File: src/rtl/chan_led_seq_pkg.sv
package chan_led_seq_pkg;

    // Operating mode chosen from the control inputs, highest priority first.
    typedef enum logic [1:0] {
        MODE_INIT = 2'd0,
        MODE_DONE = 2'd1,
        MODE_RUN  = 2'd2,
        MODE_HOLD = 2'd3
    } led_mode_e;

endpackage

File: src/rtl/chan_led_mode_sel.sv
module chan_led_mode_sel
    import chan_led_seq_pkg::*;
#(
    parameter int NUM_CH = 4
) (
    input  logic              init_i,
    input  logic              run_i,
    input  logic [NUM_CH-1:0] stopped_i,
    output led_mode_e         mode_o
);

    logic all_done;

    assign all_done = &stopped_i;

    // Init wins over everything, then all-stopped, then the run flag.
    always_comb begin
        if (init_i) begin
            mode_o = MODE_INIT;
        end else if (all_done) begin
            mode_o = MODE_DONE;
        end else if (run_i) begin
            mode_o = MODE_RUN;
        end else begin
            mode_o = MODE_HOLD;
        end
    end

endmodule

File: src/rtl/chan_led_slot_ctr.sv
module chan_led_slot_ctr #(
    parameter int SLOT_W = 3
) (
    input  logic              clk,
    input  logic              rst_n,
    input  logic              clear_i,
    input  logic              adv_i,
    output logic [SLOT_W-1:0] slot_d_o,
    output logic [SLOT_W-1:0] slot_q_o
);

    logic [SLOT_W-1:0] slot_d;
    logic [SLOT_W-1:0] slot_q;

    // The frame length is a power of two, so the counter wraps by itself.
    always_comb begin
        slot_d = slot_q;
        if (clear_i) begin
            slot_d = '0;
        end else if (adv_i) begin
            slot_d = slot_q + 1'b1;
        end
    end

    always_ff @(posedge clk or negedge rst_n) begin
        if (!rst_n) begin
            slot_q <= '0;
        end else begin
            slot_q <= slot_d;
        end
    end

    assign slot_d_o = slot_d;
    assign slot_q_o = slot_q;

endmodule

File: src/rtl/chan_led_slot_lit.sv
module chan_led_slot_lit #(
    parameter int NUM_CH = 4,
    parameter int SLOT_W = 3
) (
    input  logic [NUM_CH-1:0] stopped_i,
    input  logic [SLOT_W-1:0] slot_i,
    output logic              lit_o
);

    localparam int FRAME = 1 << SLOT_W;

    logic [FRAME-1:0] lit_vec;

    // Channel slots show "still counting"; the slots after them form the dark gap.
    for (genvar g = 0; g < FRAME; g++) begin : g_slot
        if (g < NUM_CH) begin : g_chan
            assign lit_vec[g] = ~stopped_i[g];
        end else begin : g_gap
            assign lit_vec[g] = 1'b0;
        end
    end

    assign lit_o = lit_vec[slot_i];

endmodule

File: src/rtl/chan_led_seq.sv
module chan_led_seq
    import chan_led_seq_pkg::*;
#(
    parameter int NUM_CH = 4,
    parameter int SLOT_W = 3
) (
    input  logic              clk,
    input  logic              rst_n,
    input  logic              tick_i,
    input  logic              init_i,
    input  logic              run_i,
    input  logic [NUM_CH-1:0] stopped_i,
    output logic              led_o
);

    typedef struct packed {
        logic led;
        logic run;
    } seq_state_t;

    seq_state_t        st_d;
    seq_state_t        st_q;
    led_mode_e         mode;
    logic              start;
    logic              slot_clear;
    logic              slot_adv;
    logic              lit;
    logic              run_q;
    logic [SLOT_W-1:0] slot_d;
    logic [SLOT_W-1:0] slot_q;

    assign run_q = st_q.run;
    assign start = run_i & ~st_q.run;

    chan_led_mode_sel #(
        .NUM_CH (NUM_CH)
    ) u_mode (
        .init_i    (init_i),
        .run_i     (run_i),
        .stopped_i (stopped_i),
        .mode_o    (mode)
    );

    // Init and done park the counter at 0; a new start restarts the frame;
    // a pause freezes it.
    always_comb begin
        slot_clear = 1'b0;
        slot_adv   = 1'b0;
        case (mode)
            MODE_INIT, MODE_DONE: slot_clear = 1'b1;
            MODE_RUN: begin
                slot_clear = start;
                slot_adv   = tick_i;
            end
            default: ;
        endcase
    end

    chan_led_slot_ctr #(
        .SLOT_W (SLOT_W)
    ) u_ctr (
        .clk      (clk),
        .rst_n    (rst_n),
        .clear_i  (slot_clear),
        .adv_i    (slot_adv),
        .slot_d_o (slot_d),
        .slot_q_o (slot_q)
    );

    chan_led_slot_lit #(
        .NUM_CH (NUM_CH),
        .SLOT_W (SLOT_W)
    ) u_lit (
        .stopped_i (stopped_i),
        .slot_i    (slot_d),
        .lit_o     (lit)
    );

    always_comb begin
        st_d     = st_q;
        st_d.run = run_i;
        case (mode)
            MODE_INIT: st_d.led = 1'b1;
            MODE_DONE: st_d.led = 1'b0;
            MODE_RUN:  st_d.led = lit;
            default:   st_d.led = st_q.led;
        endcase
    end

    always_ff @(posedge clk or negedge rst_n) begin
        if (!rst_n) begin
            st_q <= '0;
        end else begin
            st_q <= st_d;
        end
    end

    assign led_o = st_q.led;

endmodule

File: config.mk
export PLATFORM = sky130hd
export DESIGN_NAME = chan_led_seq
export DESIGN_NICKNAME = d
export VERILOG_FILES = /design/src/rtl/chan_led_seq_pkg.sv /design/src/rtl/chan_led_mode_sel.sv /design/src/rtl/chan_led_slot_ctr.sv /design/src/rtl/chan_led_slot_lit.sv /design/src/rtl/chan_led_seq.sv
export SDC_FILE = /design/constraint.sdc
export NUM_CORES = 1
export LEC_CHECK = 0
export BUFFER_PORTS_ARGS = -buffer_cell sky130_fd_sc_hd__buf_2
export CORE_AREA = 2 2 39 41
export CTS_CLUSTER_SIZE = 30
export DETAILED_ROUTE_END_ITERATION = 8
export DIE_AREA = 0 0 41 43
export PLACE_DENSITY_LB_ADDON = 0.1
export SYNTH_ARGS = -nofsm -noshare
export SYNTH_HDL_FRONTEND = slang
export SYNTH_SLANG_ARGS = --single-unit
File: constraint.sdc
create_clock -name clk -period 3.9 [get_ports clk]
set_input_delay 0.78 -clock clk [delete_from_list [all_inputs] [get_ports clk]]
set_output_delay 0.78 -clock clk [all_outputs]
set_load 0.005 [all_outputs]
==> reports/results.ini <==
[power]
p_leak_nw = 0.211
total_power_w = 0.000138
vdd_drop_max_uv = 171
power_per_cell_area_nw_per_um2 = 302

[cells_and_area]
insertedDiodeCount = 0
area_growth_pct = 24.8
fill_cells = 164
nNetsFinal = 66
drive_gt1_frac = 0.345

[routing]
vias = 377
postRouteAntennaNets = 0
detail_route.wl_per_cell_um = 11.8
wl_um = 840
drc = 0
viasPerCell = 5.31
drt_iter0_drc = 8
first_pass_iters = 4

[synthesis]
synthTopCellsByCount = dfrtp_1 (5), nand2_1 (4), nand3_1 (4)
synthFlopType = dfrtp_1
async_flop_share = 1.00
synthCells = 42
synth_largest_area_cell = dfrtp_1
ys_seq_elements = 5
yosysTopAreaCellShare = 0.340
syn_area_per_cell_um2 = 8.76
syn-cell-area_um2 = 368
synth_area_leaders = dfrtp_1 (34%), nand3_1 (5.4%), xor2_1 (4.8%), nand2_1 (4.1%), ha_1 (3.4%)
syn_nets = 52
ys_types = 27
yosysSeqAreaShare = 0.340
synth-edff-count = 0
yosysWarnings = 0
synth_most_common_cell = dfrtp_1

[placement]
dp_hpwl_um = 697
place_congestion = 0.658
portBuffers = 9

[global_routing]
antenna_found_initial = 0
grt_pass1_vias = 347
use_met1 = 0.131
gr-usage-met3 = 0.0157
busiest_layer = met2
overflow = 0
grt_max_degree = 10
grt_util_met2 = 0.172
grt_use_total = 0.111
grt_pass1_wl_um = 1320

[die]
die_y_um = 43
num_rows = 14
pin_count = 10
die_w_um = 41
initial_core_util = 0.266
die_area_um2 = 1760
core-area_um2 = 1380

[cts]
root_buffer = clkbuf_4
cts.sinks = 5
clkTransAtPathRegs_ns = 0.04
cts_tree = done
clk_path_buf_depth = 2
worstSkewPairLatency_ns = 0.23
cts_buffers = 3
post_cts_buffers = 0
holdBufCountCts = 0
htree_levels = 1
ctsResizeCount = 0

[sta]
finalClockSkew_ns = 0.000796
setup_violations = 0
fin_setup_tns_ns = 0
fin_crit_ns = 1.80
max_freq_mhz = 556
period_share = 0.461
rsz0062_at_grt = no
final_hold_viol_count = 0
drv_slew = 0
worst_hold_slack_ns = 0.350
relSlewSlack = 0.748
tightestPinTransition_ns = 0.369

[setup_path]
cp-start-kind = input port
worstSetupEndpointType = flop
cp.required_ns = 4.02
r2r_cells = 4
crit_fanout = 7
path_class = in -> reg
worstPathArrival_ns = 1.91

[flow_run]
cap_violations = 0

[status]
status = complete, no violations

[hold_path]
hold_path.class = in -> async

==> metal layers <==
metal,vias to the layer above,share of wire
met4,0,0
met2,10,0.53
li1,181,-
met3,0,0.054
met5,-,0
met1,186,0.41
==> placed cells by master, fill, tap and decap left out, types with 2 or more instances in the layout <==
| cell | n |
|---|---|
| buf_2 | 9 |
| dfrtp_1 | 5 |
| nand2_1 | 4 |
| nand3_1 | 4 |
| nor2_1 | 3 |
| clkbuf_4 | 3 |
| a21oi_1 | 2 |
| xor2_1 | 2 |
| nand2b_1 | 2 |
==> flip-flops by register name, indices dropped and copies added (netlist names) <==
name            flops
run_q               1
u_ctr.slot_q_o      3
led_o               1
==> area by class of cell <==
class                   instances  area (um2)  area share
multi-input cells              35         235       0.512
well taps                      16        20.0      0.0436
flip-flops and latches          5         125       0.272
inverters                       2        7.51      0.0163
clock buffers                   4        26.3      0.0572
repair buffers                  9        45.0      0.0981
==> through the flow <==
| stage | setup WS, ns | cell area [um2] | cells | util |
|---|---|---|---|---|
| floorplan | 2.10 | 368 | 42 | - |
| global placement | 1.84 | 433 | 67 | 0.313 |
| detailed placement | 1.85 | 433 | 67 | 0.313 |
| CTS | 2.11 | 459 | 71 | 0.332 |
| global route | 2.02 | 459 | 71 | 0.332 |
| finish | 2.10 | 459 | 71 | 0.332 |
==> report_power, final <==
group / switching [W] / internal [W] / leakage [nW]
registers: 0.00000251 / 0.0000542 / 0.0633
logic: 0.0000128 / 0.0000110 / 0.133
clock network: 0.0000194 / 0.0000386 / 0.0150
==> cell families (layout without fill, tap and decap cells) <==
logic type	after synthesis	after routing	synth area share
compound gates	9	9	0.170
xor+xnor	3	3	0.0714
fa+ha+maj	1	1	0.0340
buf+inv	2	15	0.0204
flops	5	5	0.340
mux	1	1	0.0272
simple gates	21	21	0.337
==> worst paths after layout <==
path                                              from                          end  slack (ns)
setup reg to reg           u_ctr.slot_q_o[0]$_DFF_PN0_            led_o$_DFFE_PN0P_        2.28
max in group asynchronous                        rst_n  u_ctr.slot_q_o[2]$_DFF_PN0_        3.42
setup / recovery                                tick_i            led_o$_DFFE_PN0P_        2.10
hold / removal                                   rst_n  u_ctr.slot_q_o[0]$_DFF_PN0_        0.35
min in group clk                     led_o$_DFFE_PN0P_            led_o$_DFFE_PN0P_        0.52
hold reg to reg                      led_o$_DFFE_PN0P_            led_o$_DFFE_PN0P_        0.52
==> worst max-delay path, stage by stage <==
cell     delay [ns]
buf_2          0.15
nand2_2        0.10
or4_4          0.43
a21bo_1        0.20
a32oi_1        0.18
o21ai_1        0.08
Power figures use the tool's default switching activity.
